## config.mk

```make
export PLATFORM = sky130hd
export DESIGN_NAME = ddc_mode_streamer
export DESIGN_NICKNAME = d
export VERILOG_FILES = /design/src/rtl/ddc_pkg.sv /design/src/rtl/ddc_edge_sync.sv /design/src/rtl/ddc_serializer.sv /design/src/rtl/ddc_mode_fsm.sv /design/src/rtl/ddc_mode_streamer.sv
export SDC_FILE = /design/constraint.sdc
export NUM_CORES = 1
export LEC_CHECK = 0
export BUFFER_PORTS_ARGS = -buffer_cell sky130_fd_sc_hd__buf_2
export CORE_MARGIN = 2
export CORE_UTILIZATION = 57
export DETAILED_ROUTE_END_ITERATION = 10
export GPL_ROUTABILITY_DRIVEN = 0
export GPL_TIMING_DRIVEN = 1
export PLACE_DENSITY = 0.81
export SYNTH_ARGS = -nofsm -noshare
export SYNTH_HDL_FRONTEND = slang
export SYNTH_SLANG_ARGS = --single-unit
```

## constraint.sdc

```tcl
create_clock -name clk -period 5.38 [get_ports clk]
set_input_delay 1.076 -clock clk [delete_from_list [all_inputs] [get_ports clk]]
set_output_delay 1.076 -clock clk [all_outputs]
set_load 0.005 [all_outputs]
```

## src/rtl/ddc_pkg.sv

```systemverilog
package ddc_pkg;
  typedef enum logic {
    MODE_STREAM = 1'b0,
    MODE_I2C    = 1'b1
  } ddc_mode_e;
endpackage

```

## src/rtl/ddc_edge_sync.sv

```systemverilog
module ddc_edge_sync #(
  parameter int   STAGES  = 2,
  parameter logic RST_VAL = 1'b0
) (
  input  logic clk,
  input  logic rst,
  input  logic din,
  output logic lvl,
  output logic lvl_d
);
  logic [STAGES-1:0] sr;

  always_ff @(posedge clk) begin
    if (rst) begin
      sr    <= {STAGES{RST_VAL}};
      lvl_d <= RST_VAL;
    end else begin
      sr    <= {sr[STAGES-2:0], din};
      lvl_d <= sr[STAGES-1];
    end
  end

  assign lvl = sr[STAGES-1];
endmodule

```

## src/rtl/ddc_serializer.sv

```systemverilog
module ddc_serializer #(
  parameter int ADDR_W = 7,
  parameter int DATA_W = 8
) (
  input  logic              clk,
  input  logic              rst,
  input  logic              restart,
  input  logic              active,
  input  logic              en,
  input  logic              tick,
  input  logic [DATA_W-1:0] ram_rdata,
  output logic [ADDR_W-1:0] ram_addr,
  output logic              sda_low
);
  localparam int BIT_W = $clog2(DATA_W + 1);
  localparam logic [BIT_W-1:0] LAST_BIT = BIT_W'(DATA_W - 1);
  localparam logic [BIT_W-1:0] SEP_BIT  = BIT_W'(DATA_W);

  logic [ADDR_W-1:0] ptr;
  logic [BIT_W-1:0]  bit_q;
  logic [DATA_W-1:0] byte_q;
  logic [DATA_W-1:0] shifted;
  logic              cur_bit;
  logic              adv;

  assign adv = tick & active & en;

  always_ff @(posedge clk) begin
    if (rst || restart) begin
      ptr   <= '0;
      bit_q <= '0;
    end else if (adv) begin
      if (bit_q == SEP_BIT) begin
        bit_q <= '0;
      end else if (bit_q == LAST_BIT) begin
        bit_q <= SEP_BIT;
        ptr   <= ptr + 1'b1;
      end else begin
        bit_q <= bit_q + 1'b1;
      end
    end
  end

  always_ff @(posedge clk) begin
    if (rst) byte_q <= '0;
    else     byte_q <= ram_rdata;
  end

  assign shifted = byte_q << bit_q;
  assign cur_bit = (bit_q == SEP_BIT) ? 1'b1 : shifted[DATA_W-1];

  always_ff @(posedge clk) begin
    if (rst) sda_low <= 1'b0;
    else     sda_low <= active & en & ~cur_bit;
  end

  assign ram_addr = ptr;

  p_bit_range_r3: assert property (@(posedge clk) disable iff (rst)
    bit_q <= SEP_BIT);
  p_addr_wrap_r4: assert property (@(posedge clk) disable iff (rst)
    (adv && bit_q == LAST_BIT && ptr == {ADDR_W{1'b1}}) |=> (ptr == '0));
  p_release_r5: assert property (@(posedge clk) disable iff (rst)
    (!en || !active) |=> !sda_low);
  p_hold_r5: assert property (@(posedge clk) disable iff (rst)
    (!en && !restart) |=> ($stable(ptr) && $stable(bit_q)));
endmodule

```

## src/rtl/ddc_mode_fsm.sv

```systemverilog
module ddc_mode_fsm
  import ddc_pkg::*;
#(
  parameter int         TIMEOUT    = 128,
  parameter logic [6:0] LOCK_MASK  = 7'b1111000,
  parameter logic [6:0] LOCK_MATCH = 7'b1010000
) (
  input  logic      clk,
  input  logic      rst,
  input  logic      vs_rise,
  input  logic      scl_lvl,
  input  logic      scl_fall,
  input  logic      flag_clr,
  input  logic      addr_strobe,
  input  logic [6:0] addr_byte,
  output ddc_mode_e mode,
  output logic      to_stream,
  output logic      flag,
  output logic      locked
);
  localparam int CNT_W = (TIMEOUT > 1) ? $clog2(TIMEOUT) : 1;
  localparam logic [CNT_W-1:0] CNT_LAST = CNT_W'(TIMEOUT - 1);

  logic [CNT_W-1:0] cnt;
  logic             enter_i2c;
  logic             addr_hit;

  assign enter_i2c = (mode == MODE_STREAM) && scl_fall;
  assign to_stream = (mode == MODE_I2C) && !locked && scl_lvl && vs_rise && (cnt == CNT_LAST);
  assign addr_hit  = addr_strobe && (mode == MODE_I2C) && ((addr_byte & LOCK_MASK) == LOCK_MATCH);

  always_ff @(posedge clk) begin
    if (rst) begin
      mode <= MODE_STREAM;
    end else if (enter_i2c) begin
      mode <= MODE_I2C;
    end else if (to_stream) begin
      mode <= MODE_STREAM;
    end
  end

  always_ff @(posedge clk) begin
    if (rst || mode == MODE_STREAM || !scl_lvl || to_stream) begin
      cnt <= '0;
    end else if (vs_rise && cnt != CNT_LAST) begin
      cnt <= cnt + 1'b1;
    end
  end

  always_ff @(posedge clk) begin
    if (rst)           locked <= 1'b0;
    else if (addr_hit) locked <= 1'b1;
  end

  always_ff @(posedge clk) begin
    if (rst)                       flag <= 1'b0;
    else if (enter_i2c)            flag <= 1'b1;
    else if (to_stream || flag_clr) flag <= 1'b0;
  end

  p_enter_i2c_r6: assert property (@(posedge clk) disable iff (rst)
    enter_i2c |=> (mode == MODE_I2C && flag));
  p_cnt_idle_r7: assert property (@(posedge clk) disable iff (rst)
    (mode == MODE_STREAM) |-> (cnt == '0));
  p_scl_low_r8: assert property (@(posedge clk) disable iff (rst)
    (mode == MODE_I2C && !scl_lvl) |=> (cnt == '0));
  p_lock_hold_r9: assert property (@(posedge clk) disable iff (rst)
    locked |=> (locked && mode == MODE_I2C));
  p_flag_clr_r10: assert property (@(posedge clk) disable iff (rst)
    (flag_clr && !enter_i2c) |=> !flag);
endmodule

```

## src/rtl/ddc_mode_streamer.sv

```systemverilog
module ddc_mode_streamer
  import ddc_pkg::*;
#(
  parameter int ADDR_W      = 7,
  parameter int DATA_W      = 8,
  parameter int TIMEOUT     = 128,
  parameter int SYNC_STAGES = 2
) (
  input  logic              clk,
  input  logic              rst,
  input  logic              vsync_in,
  input  logic              scl_in,
  input  logic              stream_en,
  input  logic              flag_clr,
  input  logic              addr_strobe,
  input  logic [6:0]        addr_byte,
  input  logic [DATA_W-1:0] ram_rdata,
  output logic [ADDR_W-1:0] ram_addr,
  output logic              sda_drive_low,
  output logic              i2c_mode,
  output logic              ddc2_flag,
  output logic              locked
);
  logic      vs_lvl, vs_lvl_d, scl_lvl, scl_lvl_d;
  logic      vs_rise, scl_fall, to_stream;
  ddc_mode_e mode;

  ddc_edge_sync #(.STAGES(SYNC_STAGES), .RST_VAL(1'b0)) u_vs_sync (
    .clk(clk), .rst(rst), .din(vsync_in), .lvl(vs_lvl), .lvl_d(vs_lvl_d));

  ddc_edge_sync #(.STAGES(SYNC_STAGES), .RST_VAL(1'b1)) u_scl_sync (
    .clk(clk), .rst(rst), .din(scl_in), .lvl(scl_lvl), .lvl_d(scl_lvl_d));

  assign vs_rise  = vs_lvl & ~vs_lvl_d;
  assign scl_fall = ~scl_lvl & scl_lvl_d;

  ddc_mode_fsm #(.TIMEOUT(TIMEOUT)) u_fsm (
    .clk(clk), .rst(rst), .vs_rise(vs_rise), .scl_lvl(scl_lvl), .scl_fall(scl_fall),
    .flag_clr(flag_clr), .addr_strobe(addr_strobe), .addr_byte(addr_byte),
    .mode(mode), .to_stream(to_stream), .flag(ddc2_flag), .locked(locked));

  ddc_serializer #(.ADDR_W(ADDR_W), .DATA_W(DATA_W)) u_ser (
    .clk(clk), .rst(rst), .restart(to_stream), .active(mode == MODE_STREAM),
    .en(stream_en), .tick(vs_rise), .ram_rdata(ram_rdata),
    .ram_addr(ram_addr), .sda_low(sda_drive_low));

  assign i2c_mode = (mode == MODE_I2C);

  p_i2c_release_r6: assert property (@(posedge clk) disable iff (rst)
    i2c_mode |=> !sda_drive_low);
  p_reset_state_r1: assert property (@(posedge clk)
    rst |=> (!i2c_mode && !ddc2_flag && !locked && ram_addr == '0 && !sda_drive_low));
endmodule

```

==> flow_metrics.py <==
metrics = {
    "yosys": {
        "yosysSeqAreaShare": 0.473,
        "yosys.area.top_type": "dfxtp_1",
        "synthCells": 160,
        "ys.flop_type": "dfxtp_1",
        "synth_top_cells_by_area": "dfxtp_1 (47%), nor2b_1 (4.9%), a21oi_1 (3.9%), nor2_1 (3.7%), ha_1 (3.3%)",
        "synth_edf_count": 0,
        "synthMuxAreaShare": 0.0477,
        "synth-simple-area-share": 0.261,
        "synthAdderAreaFrac": 0.0329,
        "synthesis.area_um2": 1520,
        "syn_nets": 186,
        "synth_compound_area_frac": 0.118,
        "synth_top_family_by_area": "simple AND/OR/NAND/NOR gates",
        "synth_warnings": 0,
        "ys_ff_latch": 36,
        "synth_top_area_share": 0.473,
        "yosysUniqueCellTypes": 41,
        "synth_xor_area_frac": 0.0403,
        "async_reset_ff_frac": 0,
        "postSynthAreaPerCell_um2": 9.52,
    },
    "placed_design": {
        "place_area_um2": 1680,
        "dp_cells": 213,
        "io_buffers": 29,
        "dp_hpwl_mm": 1.96,
    },
    "setup_path": {
        "path_class": "in -> reg",
        "critPathRequiredTime_ns": 5.65,
        "worst-path-buf-inv": 1,
        "timing.critical_path.max_delay_family": "simple AND/OR/NAND/NOR gates",
        "slowest_stage": "or4_4",
        "reg2regPathDepth": 4,
        "r2r_start": "u_fsm.mode",
        "crit_chain": "buf_2 > nand4bb_1 > or4_4 > or3_1 > a21oi_1",
        "crit_path_max_fanout": 11,
        "startpoint": "stream_en",
        "reg2reg_setup_slack_ns": 3.25,
        "end_kind": "flip-flop",
        "startpoint_type": "input port",
        "worst-path-stages": 5,
        "slowest_delay_ns": 0.67,
        "critPathArrivalTime_ns": 2.72,
        "crit_end": "u_ser.ram_addr[6]",
        "worstReg2RegEnd": "u_ser.ram_addr[6]",
    },
    "route": {
        "drc_errors": 0,
        "viasPerCell": 5.57,
        "drt-wirelength-per-cell_um": 12.1,
        "vias": 1231,
        "wirelength_mm": 2.67,
        "ant_nets": 0,
        "drt_pre_antenna_iters": 4,
        "first_iter_violations": 11,
    },
    "clock_tree": {
        "clockBufferDepth": 2,
        "clk-insertion-delay-late_ns": 0.34,
        "cts_max_level": 2,
        "cts_resized": 0,
        "holdBufCountCts": 0,
        "cts_setup_buffers": 0,
        "cts.sinks": 36,
        "clk_pin_slew_ns": 0.10,
        "cts-root-buf": "clkbuf_4",
        "cts_made_buffers": 5,
        "cts_tree": "built",
    },
    "power": {
        "p_per_area_nw_per_um2": 257,
        "pwr-share-seq": 0.620,
        "total_power_w": 0.000446,
        "swShare": 0.214,
        "pwr-share-comb": 0.053,
        "power_switching_w": 0.0000957,
        "p_int_w": 0.000351,
        "p_clk_frac": 0.327,
        "vdd_drop_max_mv": 0.212,
        "leakagePower_nw": 0.703,
    },
    "floorplan": {
        "start_util": 0.609,
        "pin_count": 33,
        "die-area_um2": 3100,
        "rows": 18,
        "die_h_um": 55.7,
        "die_w_um": 55.7,
        "coreArea_um2": 2500,
    },
    "final_layout": {
        "diodes": 0,
        "nFillCells": 212,
        "drive_above_1_share": 0.225,
        "areaGrowthSynthToFinish_pct": 14.0,
        "postLayoutCellArea_um2": 1740,
        "layout_common_cells": "dfxtp_1 (36), buf_2 (29), nor2_1 (15)",
        "final_common_cell": "dfxtp_1",
        "layout.nets": 216,
        "instances_no_fill": 221,
        "utilization": 0.694,
    },
    "grt": {
        "antenna_found_initial": 0,
        "grt_overflow": 0,
        "grtUsageTotal": 0.193,
        "grt_pass1_wl_mm": 4.68,
        "grt_max_degree": 22,
        "first_global_vias": 1155,
    },
    "sta": {
        "period_share": 0.455,
        "setup_viol": 0,
        "slew_headroom": 0.444,
        "max_slew.worst_pin.slew_ns": 0.822,
        "hold_viol_final": 0,
        "clock_skew_ns": 0.0105,
        "max_freq_mhz": 408,
        "tns_ns": 0,
        "slew_viol_final": 0,
        "rsz0062_at_grt": "false",
        "fin_crit_ns": 2.45,
    },
    "worst_hold_path": {
        "hp-class": "reg -> reg",
    },
    "status": {
        "status": "complete, no violations",
    },
    "flow_run": {
        "max_cap_violations": 0,
    },
}
==> synth_stat cells, types with 3 or more instances <==
library cell and n:
a21oi_1 12, o21ai_0 5, xnor2_1 4, dfxtp_1 36
mux2i_1 5, or2_2 3, clkbuf_1 3, inv_1 3
nor2b_1 12, xor2_1 3, nand4_1 4, ha_1 4
nor2_1 15, nand3_1 4, nand2_1 12
==> power by group through the flow <==
stage | clock [W] | combinational (W) | sequential (W)
6_report | 0.000146 | 0.0000235 | 0.000277
3_3_place_gp | 0 | 0.0000228 | 0.000283
4_1_cts | 0.000152 | 0.0000238 | 0.000277
2_1_floorplan | 0 | 0.0000147 | 0.000282
3_5_place_dp | 0 | 0.0000238 | 0.000283
5_1_grt | 0.000162 | 0.0000263 | 0.000278
==> worst min path at each step <==
stage	slack (ns)	end	start	cells after the start
floorplan	0.39	u_scl_sync.sr[1]	u_scl_sync.sr[0]	1
global placement	0.40	u_scl_sync.sr[1]	u_scl_sync.sr[0]	1
detailed placement	0.40	u_scl_sync.sr[1]	u_scl_sync.sr[0]	1
CTS	0.42	u_scl_sync.sr[1]	u_scl_sync.sr[0]	1
global route	0.43	u_scl_sync.sr[1]	u_scl_sync.sr[0]	1
finish	0.42	u_scl_sync.sr[1]	u_scl_sync.sr[0]	1
==> final cells by class <==
cell class / count / area, um2 / share of cell area
Multi-Input combinational cell: 115 / 762 / 0.439
Tap cell: 30 / 37.5 / 0.0216
Timing Repair Buffer: 29 / 145 / 0.0836
Sequential cell: 36 / 721 / 0.415
Inverter: 3 / 11.3 / 0.00649
Clock buffer: 8 / 58.8 / 0.0339
==> cells by family after synthesis <==
logic type / after synthesis
AND/OR/NAND/NOR: 69
AO/OA/AOI/OAI: 29
flip-flops: 36
buffers and inverters: 9
adder cells (fa/ha/maj): 4
XOR/XNOR: 7
multiplexers: 6
==> per-stage QoR <==
step | setup slack, ns | hold WS, ns
2_1_floorplan | 3.14 | 0.389
3_3_place_gp | 2.65 | 0.396
3_5_place_dp | 2.60 | 0.395
4_1_cts | 2.96 | 0.419
5_1_grt | 2.84 | 0.432
6_report | 2.93 | 0.419
==> layer usage <==
metal,track usage,up-vias,routed length [um]
met5,0,-,0
met4,0.125,0,57
met3,0.0628,6,142
met2,0.328,34,1330
met1,0.203,565,1140
li1,-,626,-
==> state kept, by name, summed over array words and instances (netlist names), 2 cells and up <==
| name | count |
|---|---|
| u_fsm.cnt | 7 |
| u_scl_sync.sr | 2 |
| u_ser.bit_q | 4 |
| u_ser.byte_q | 8 |
| u_ser.ram_addr | 7 |
| u_vs_sync.sr | 2 |
(Power assumes the default switching activity.)
